[src/rtl/eeprom_cfg_loader.sv]
module eeprom_cfg_loader #(
  parameter int          CLK_DIV      = 4,
  parameter logic [15:0] CFG_DEFAULT  = 16'hA0B1,
  parameter logic [15:0] BASE_DEFAULT = 16'h3C5D
) (
  input  logic        clk,
  input  logic        rst_n,
  input  logic [2:0]  jumper,
  input  logic        ctrl_wr,
  input  logic [2:0]  ctrl_wdata,
  input  logic        cfg_wr,
  input  logic [15:0] cfg_wdata,
  input  logic        base_wr,
  input  logic [15:0] base_wdata,
  output logic [3:0]  ctrl_rdata,
  output logic [15:0] cfg_q,
  output logic [15:0] base_q,
  output logic [47:0] mac_q,
  output logic        ee_cs,
  output logic        ee_sk,
  output logic        ee_di,
  input  logic        ee_do
);
  localparam int DIVW  = (CLK_DIV > 1) ? $clog2(CLK_DIV) : 1;
  localparam int LCW   = $clog2(2 * CLK_DIV + 1) + 1;
  localparam int CMDW  = 9;
  localparam int FRMW  = CMDW + 16;

  typedef enum logic [1:0] {S_IDLE, S_GAP, S_SHIFT, S_POLL} state_t;

  state_t           st;
  logic [DIVW-1:0]  div;
  logic [FRMW-1:0]  tx;
  logic [15:0]      rx;
  logic [4:0]       bitn;
  logic [1:0]       gapn;
  logic [2:0]       step, ios_q;
  logic             is_store, need_poll;
  logic             sel, reload, store;

  logic             tick, busy;
  logic [1:0]       op;
  logic [5:0]       addr;
  logic [15:0]      wd;
  logic [4:0]       nb;
  logic             is_wr;
  logic [5:0]       pair;
  logic [2:0]       last_step;
  logic [15:0]      rx_next;

  assign tick       = (div == DIVW'(CLK_DIV - 1));
  assign busy       = (st != S_IDLE);
  assign ctrl_rdata = {busy, store, reload, sel};
  assign ee_di      = (st == S_SHIFT) && tx[FRMW-1];
  assign pair       = {1'b0, ios_q, 2'b00};
  assign last_step  = is_store ? 3'd3 : 3'd4;
  assign rx_next    = {rx[14:0], ee_do};

  always_comb begin
    op    = 2'b10;
    addr  = 6'h00;
    wd    = 16'h0000;
    nb    = 5'(FRMW);
    is_wr = 1'b0;
    if (!is_store) begin
      case (step)
        3'd0:    addr = pair;
        3'd1:    addr = pair | 6'd1;
        default: addr = 6'h1E + {3'b000, step};
      endcase
    end else begin
      case (step)
        3'd0: begin op = 2'b00; addr = 6'h30; nb = 5'(CMDW); end
        3'd1: begin op = 2'b01; addr = pair;         wd = cfg_q;  is_wr = 1'b1; end
        3'd2: begin op = 2'b01; addr = pair | 6'd1;  wd = base_q; is_wr = 1'b1; end
        default: begin op = 2'b00; addr = 6'h00; nb = 5'(CMDW); end
      endcase
    end
  end

  always_ff @(posedge clk or negedge rst_n) begin
    if (!rst_n) begin
      st <= S_IDLE; div <= '0; tx <= '0; rx <= '0; bitn <= '0; gapn <= '0;
      step <= '0; ios_q <= '0; is_store <= 1'b0; need_poll <= 1'b0;
      sel <= 1'b0; reload <= 1'b1; store <= 1'b0;
      cfg_q <= '0; base_q <= '0; mac_q <= '0;
      ee_cs <= 1'b0; ee_sk <= 1'b0;
    end else begin
      div <= tick ? '0 : div + 1'b1;
      if (!busy && cfg_wr)  cfg_q  <= cfg_wdata;
      if (!busy && base_wr) base_q <= base_wdata;
      case (st)
        S_IDLE: begin
          if (ctrl_wr) begin
            {store, reload, sel} <= ctrl_wdata;
          end else if (!sel && (reload || store)) begin
            is_store  <= !reload;
            ios_q     <= jumper;
            need_poll <= 1'b0;
            gapn      <= '0;
            step      <= (reload && jumper == 3'd7) ? 3'd2 : 3'd0;
            if (reload && jumper == 3'd7) begin
              cfg_q  <= CFG_DEFAULT;
              base_q <= BASE_DEFAULT;
            end
            st <= S_GAP;
          end
        end
        S_GAP: if (tick) begin
          if (gapn == 2'd2) begin
            ee_cs <= 1'b1;
            ee_sk <= 1'b0;
            if (need_poll) begin
              st <= S_POLL;
            end else begin
              tx   <= {1'b1, op, addr, wd};
              bitn <= '0;
              st   <= S_SHIFT;
            end
          end else begin
            gapn <= gapn + 1'b1;
          end
        end
        S_SHIFT: if (tick) begin
          if (!ee_sk) begin
            ee_sk <= 1'b1;
          end else begin
            ee_sk <= 1'b0;
            tx    <= {tx[FRMW-2:0], 1'b0};
            if (bitn >= 5'(CMDW)) rx <= rx_next;
            if (bitn == nb - 5'd1) begin
              ee_cs <= 1'b0;
              gapn  <= '0;
              if (!is_store) begin
                case (step)
                  3'd0:    cfg_q          <= rx_next;
                  3'd1:    base_q         <= rx_next;
                  3'd2:    mac_q[15:0]    <= rx_next;
                  3'd3:    mac_q[31:16]   <= rx_next;
                  default: mac_q[47:32]   <= rx_next;
                endcase
              end
              if (step == last_step) begin
                st <= S_IDLE;
                if (is_store) store <= 1'b0;
                else          reload <= 1'b0;
              end else begin
                step      <= step + 1'b1;
                need_poll <= is_wr;
                st        <= S_GAP;
              end
            end else begin
              bitn <= bitn + 1'b1;
            end
          end
        end
        S_POLL: if (tick && ee_do) begin
          ee_cs     <= 1'b0;
          need_poll <= 1'b0;
          gapn      <= '0;
          st        <= S_GAP;
        end
        default: st <= S_IDLE;
      endcase
    end
  end

  logic [LCW-1:0] lowcnt;
  always_ff @(posedge clk or negedge rst_n) begin
    if (!rst_n)                lowcnt <= '0;
    else if (ee_cs)            lowcnt <= '0;
    else if (lowcnt != '1)     lowcnt <= lowcnt + 1'b1;
  end

  AST_SK_NEEDS_CS: assert property (@(posedge clk) disable iff (!rst_n)
    ee_sk |-> ee_cs);
  AST_DI_HELD_HIGH: assert property (@(posedge clk) disable iff (!rst_n)
    (ee_sk && $past(ee_sk)) |-> $stable(ee_di));
  AST_CS_GAP: assert property (@(posedge clk) disable iff (!rst_n)
    $rose(ee_cs) |-> (lowcnt >= LCW'(2 * CLK_DIV)));
  AST_SEL_BYPASS: assert property (@(posedge clk) disable iff (!rst_n)
    (st == S_IDLE && sel && !ctrl_wr) |=> (st == S_IDLE));
  AST_RELOAD_CLEARS: assert property (@(posedge clk) disable iff (!rst_n)
    $fell(busy) |-> (!reload && !ee_cs));
  AST_CTRL_LOCKED: assert property (@(posedge clk) disable iff (!rst_n)
    (busy && ctrl_wr) |=> $stable(sel));
endmodule

[config.mk]
export PLATFORM = sky130hd
export DESIGN_NAME = eeprom_cfg_loader
export DESIGN_NICKNAME = d
export VERILOG_FILES = /design/src/rtl/eeprom_cfg_loader.sv
export SDC_FILE = /design/constraint.sdc
export NUM_CORES = 1
export LEC_CHECK = 0
export BUFFER_PORTS_ARGS = -buffer_cell sky130_fd_sc_hd__buf_2
export CORE_MARGIN = 2
export CORE_UTILIZATION = 56
export DETAILED_ROUTE_END_ITERATION = 10
export PLACE_DENSITY = 0.79
export SLEW_MARGIN = 15
export SYNTH_ARGS = -nofsm -noshare
export SYNTH_HDL_FRONTEND = slang
export SYNTH_SLANG_ARGS = --single-unit
export TNS_END_PERCENT = 5
[constraint.sdc]
create_clock -name clk -period 2.7 [get_ports clk]
set_clock_uncertainty 0.15 [all_clocks]
set_input_delay 0.27 -clock clk [delete_from_list [all_inputs] [get_ports clk]]
set_output_delay 0.27 -clock clk [all_outputs]
set_load 0.02 [all_outputs]
-- Word-level counts from Yosys, hierarchy flattened
Index checks and enable logic that the tools add are counted.
- output and inout port bits: 87
- memories: 0
- ROM bits: 0
- input port bits: 44
- latch bits: 0
- register bits after elaboration: 144
- bits in writable memories: 0
- word-level logic and storage cells: 199
- shifts and indexed selects: 0
- reduce and logical (&&, ||, !) cells: 35
- div/mod/pow operators: 0
- $mul: 0
- bitwise logic cells: 3
- mux-type cells: 107
- equal/unequal tests: 27
- order comparisons: 1
- add/subtract/negate cells: 6
- operators by type and width (operator ; number):
    16-bit 2-to-1 mux ; 19
    25-bit 2-to-1 mux ; 5
    16-bit case mux with 2 select lines ; 3
    25-bit case mux with 2 select lines ; 1
    5-bit 2-to-1 mux ; 8
    2-bit 2-to-1 mux ; 19
    7-bit AND reduction ; 5
    1-bit 2-to-1 mux ; 33
    2-bit inequality test (second input constant) ; 14
    6-bit AND reduction ; 4
    8-bit AND reduction ; 3
    3-bit 2-to-1 mux ; 7
    6-bit case mux with 3 select lines ; 1
    2-bit case mux with 4 select lines ; 2
    6-bit case mux with 2 select lines ; 1
    5-bit case mux with 2 select lines ; 1
    2-bit == test (second input constant) ; 4
    4-bit AND reduction ; 2
    5-bit by 3-bit adder with 6-bit output (first input constant) ; 1
    3-bit by 2-bit == test with 1-bit output (second input constant) ; 2
    1-bit logical AND ; 6
    6-bit 2-to-1 mux ; 1
    1-bit case mux with 2 select lines ; 3
    1-bit case mux with 3 select lines ; 2
    23 further kinds ; 32

-- Longest topological paths before layout
- word-level depth: 10
- mapped depth: 9
- mapped depth without buffers: 7

-- Worst setup path after synthesis
Ideal clock, no wire load.
- path kind: register to register
- start: reg step[1]
- end: reg step[1]
- stages on the path, launching flop included: 8
- path slack: 0.350 ns
- arrival: 2.073 ns
- setup time: 0.126 ns
- required time: 2.424 ns
- path buffers: 0
- period minus slack after synthesis: 2.350 ns
- path through: dfrtp_1 -> inv_1 -> ha_1 -> or2_2 -> a221oi_2 -> nor2_1 -> and2_1 -> a311o_1
- word-level cells in the longest chain between the ends: 8
- elaborated cells between the ends (all ways): 17
- those cells by class: add/sub: 2; eq/ne: 6; mux: 7; reduce/logical: 2
- RTL lines (element ; line ; RTL):
    start: declaration ; 37 ; logic [2:0] step, ios_q;
    start signal: assignment ; 101 ; step <= (reload && jumper == 3'd7) ? 3'd2 : 3'd0;
    start signal: assignment ; 148 ; step <= step + 1'b1;
    3-bit by 2-bit == test with 1-bit output / 3-bit by 1-bit == test with 1-bit output (equally long branches) ; 72 ; case (step)
    2-bit OR reduction (no source line) ; -- ;
    5-bit 2-to-1 mux ; 72 ;
    5-bit 2-to-1 mux ; 65 ; if (!is_store) begin
    5-bit by 1-bit subtractor with 5-bit output ; 131 ; if (bitn == nb - 5'd1) begin
    5-bit == test ; 131 ;
    2-bit by 1-bit inequality test with 1-bit output (no source line) ; -- ;
    7-bit AND reduction (no source line) ; -- ;
Several ways; a longest one is shown, not always the timed one. The select of a mux whose other input is x is not followed.
A chain may end at the register's enable or synchronous reset.

-- Worst setup path after layout
Ends and elaborated chain as after synthesis.

==> qor.csv <==
metric;value;unit
grt_max_degree;79;
num_vias;5704;
synth-seq-cells;144;
p_leak;4.37;nW
seq_area;3610;sq um
yosys_most_used_dff;dfrtp_1;
placed_cell_area;7840;sq um
wl_per_cell;19.4;um
min_from;base_wdata[4];
rows;40;
worstHoldEndpoint;base_q[4]$_DFF_PN0_;
drv_slew;0;
yosysUniqueCellTypes;56;
postCtsSetupRepairBufs;0;
finalSetupViolCount;0;
synth.most_common_cell;dfrtp_1;
synthArstFlopShare;1.00;
die_h;115;um
fin_crit_sh;0.947;
cts-root-buf;clkbuf_16;
portBuffers;130;
critPathMaxFanout;8;
critPathLaunchType;flip-flop;
crit_arrival;2.72;ns
p_total;0.00848;W
period_minus_slack;2.56;ns
synth_edf_count;0;
worst-path-buf-inv;1;
start_util;0.577;
hold_viol;0;
place_congestion;0.883;
yosys-top-cells-area;dfrtp_1, mux2_2, mux2i_1;
grt_pass1_vias;5912;
stdcell_area;8680;sq um
clk_transition_reported_paths;0.06;ns
timing.reg2reg.worst_path_depth;7;
hold_path_depth;3;
cts_buffer_depth;2;
syn_avg_cell_area;11.2;sq um
grt_usage;0.295;
critPathCaptureType;flip-flop;
rsz0062_at_grt;no;
crit_required;2.86;ns
syn-num-nets;679;
peakVddDrop;439;uV
fin_tns_setup;0;ns
synth_top_area_cell;dfrtp_1;
ant_nets;0;
yosys-top-cells-count;dfrtp_1, mux2_2, o21ai_0, nand2_1, mux2i_1;
max_slew_margin;0.505;
critPathKind;reg2reg;
fp.dieW;115;um
regToRegStartpoint;step[1]$_DFFE_PN0P_;
yosys.area.top_type_share;0.515;
yosysWarnings;0;
multi_input_area;3120;sq um
cp_cell_sequence;inv_1 > ha_1 > or2_2 > a221oi_4 > nor2_1 > and2_1 > a311o_1;
seq_area_frac_synth;0.518;
core;12100;sq um
io-pin-count;131;
fill_cells;793;
drt-initial-drc-count;518;
cts_tree;built;
cpLargestDelayFamily;simple AND/OR/NAND/NOR gates;
dieArea;13300;sq um
timing.fmax;0.391;GHz
nets;837;
worst_path_largest_cell_delay;0.44;ns
hold_class;in2reg;
drive_gt1_frac;0.352;
tightestPinTransition;0.743;ns
clk_latency;0.43;ns
dr.pass1.iters;5;
area_growth;24.9;%
status;completed;
slowest_stage;dfrtp_2;
rrSetupSlack;0.14;ns
syn_area;6950;sq um
drc;0;
wl;18600;um
grt_pass1_wl;30000;um
p_per_area;977;nW/um^2
hold_slack;0.00606;ns
cap_viol_max_count;0;
clkSinkCount;144;
vias_per_cell;5.95;
dpl.hpwl;12600;um
timing.rr.end;step[1]$_DFFE_PN0P_;
h-tree-depth;4;
gr-total-overflow;0;
grt_antenna_before_repair;0;
syn_inst;619;
cts_buffers;17;
num_antenna_cells;0;
cells by family after synthesis:
logic type	after synthesis	share of synthesized area
multiplexers	105	0.164
flip-flops	144	0.518
buffers and inverters	55	0.0380
AO/OA/AOI/OAI	165	0.153
adder cells (fa/ha/maj)	16	0.0288
AND/OR/NAND/NOR	134	0.0977
flip-flops by register name, indices dropped and copies added (netlist names), 2 cells and up:
name,flops
rx,15
gapn,2
st,2
cfg_q,16
tx,25
mac_q,48
step,3
div,2
base_q,16
ios_q,3
bitn,5
worst reg2reg max path, delay by kind of cell, from the launching register on:
kind / cells / cell delay (ns)
AND/OR/NAND/NOR: 3 / 0.71
flip-flops: 1 / 0.44
buffers and inverters: 1 / 0.13
AO/OA/AOI/OAI: 2 / 0.71
adder cells (fa/ha/maj): 1 / 0.29
cell type report:
type,count,area share
well taps,168,0.0242
inverters,16,0.00692
flip-flops and latches,144,0.415
clock buffers,18,0.0506
multi-input cells,420,0.359
clock inverters,14,0.0163
repair buffers,178,0.127
worst max-delay path by stage:
stage,start,slack [ns],to,depth (start not counted)
3_5_place_dp,step[1]$_DFFE_PN0P_,0.06,step[1]$_DFFE_PN0P_,7
4_1_cts,st[0]$_DFFE_PN0P_,0.01,ee_di,6
5_1_grt,step[0]$_DFFE_PN0P_,0.03,step[1]$_DFFE_PN0P_,7
2_1_floorplan,step[1]$_DFFE_PN0P_,0.35,step[1]$_DFFE_PN0P_,7
6_report,step[1]$_DFFE_PN0P_,0.14,step[1]$_DFFE_PN0P_,7
3_3_place_gp,step[1]$_DFFE_PN0P_,0.18,step[1]$_DFFE_PN0P_,7
power breakdown:
| part | internal [W] | switching [W] | total, W |
|---|---|---|---|
| Combinational | 0.00118 | 0.00193 | 0.00311 |
| Clock | 0.00132 | 0.000988 | 0.00231 |
| Sequential | 0.00264 | 0.000418 | 0.00306 |
metal layers:
metal  up-vias  routed length [um]  track usage
li1       2569                   -            -
met1      2817                7590        0.381
met2       268                8870        0.465
met3        50                1500       0.0868
met4         0                 622        0.132
met5         -                   0            0
stage by stage:
step	utilization	worst slack [ns]	cells
final	0.720	0.143	958
after global routing	0.720	0.0316	958
after CTS	0.719	0.0136	958
after detailed placement	0.650	0.0631	901
after global placement	0.650	0.184	901
after floorplan	-	0.350	619
repair_timing:
| action | CTS | global route |
|---|---|---|
| gates resized for setup | 0 | 4 |
| hold buffers | 25 | 0 |
| setup endpoints to repair | 0 | 6 |
| hold endpoints to repair | 98 | 0 |
placed cells by master (no fill, tap or decap), drive strengths merged, types with 2 or more instances in the layout:
master       synthesis  final
inv                 16     25
a21boi               2      2
o21bai               3      3
a21oi               29     29
and3                 5      5
dlygate4sd3          0     25
o21ai               67     67
a211oi               6      6
dfrtp              143    143
nand2               64     64
a22o                19     19
a31o                 2      2
nand2b               2      2
nor2b               10     10
nand4                3      3
mux2                70     70
a32o                 2      2
or2                  3      3
a221o                3      3
nor3                 8      8
ha                  16     16
nand3                4      4
nor4b                3      3
a22oi               16     16
and2                 2      2
nor3b                2      2
o31a                 2      2
o221ai               2      2
buf                 24    153
clkinv               0      4
o31ai                2      2
clkbuf              15     18
nand3b               2      2
nor2                22     22
mux2i               35     35
Power figures use the tool's default switching activity.
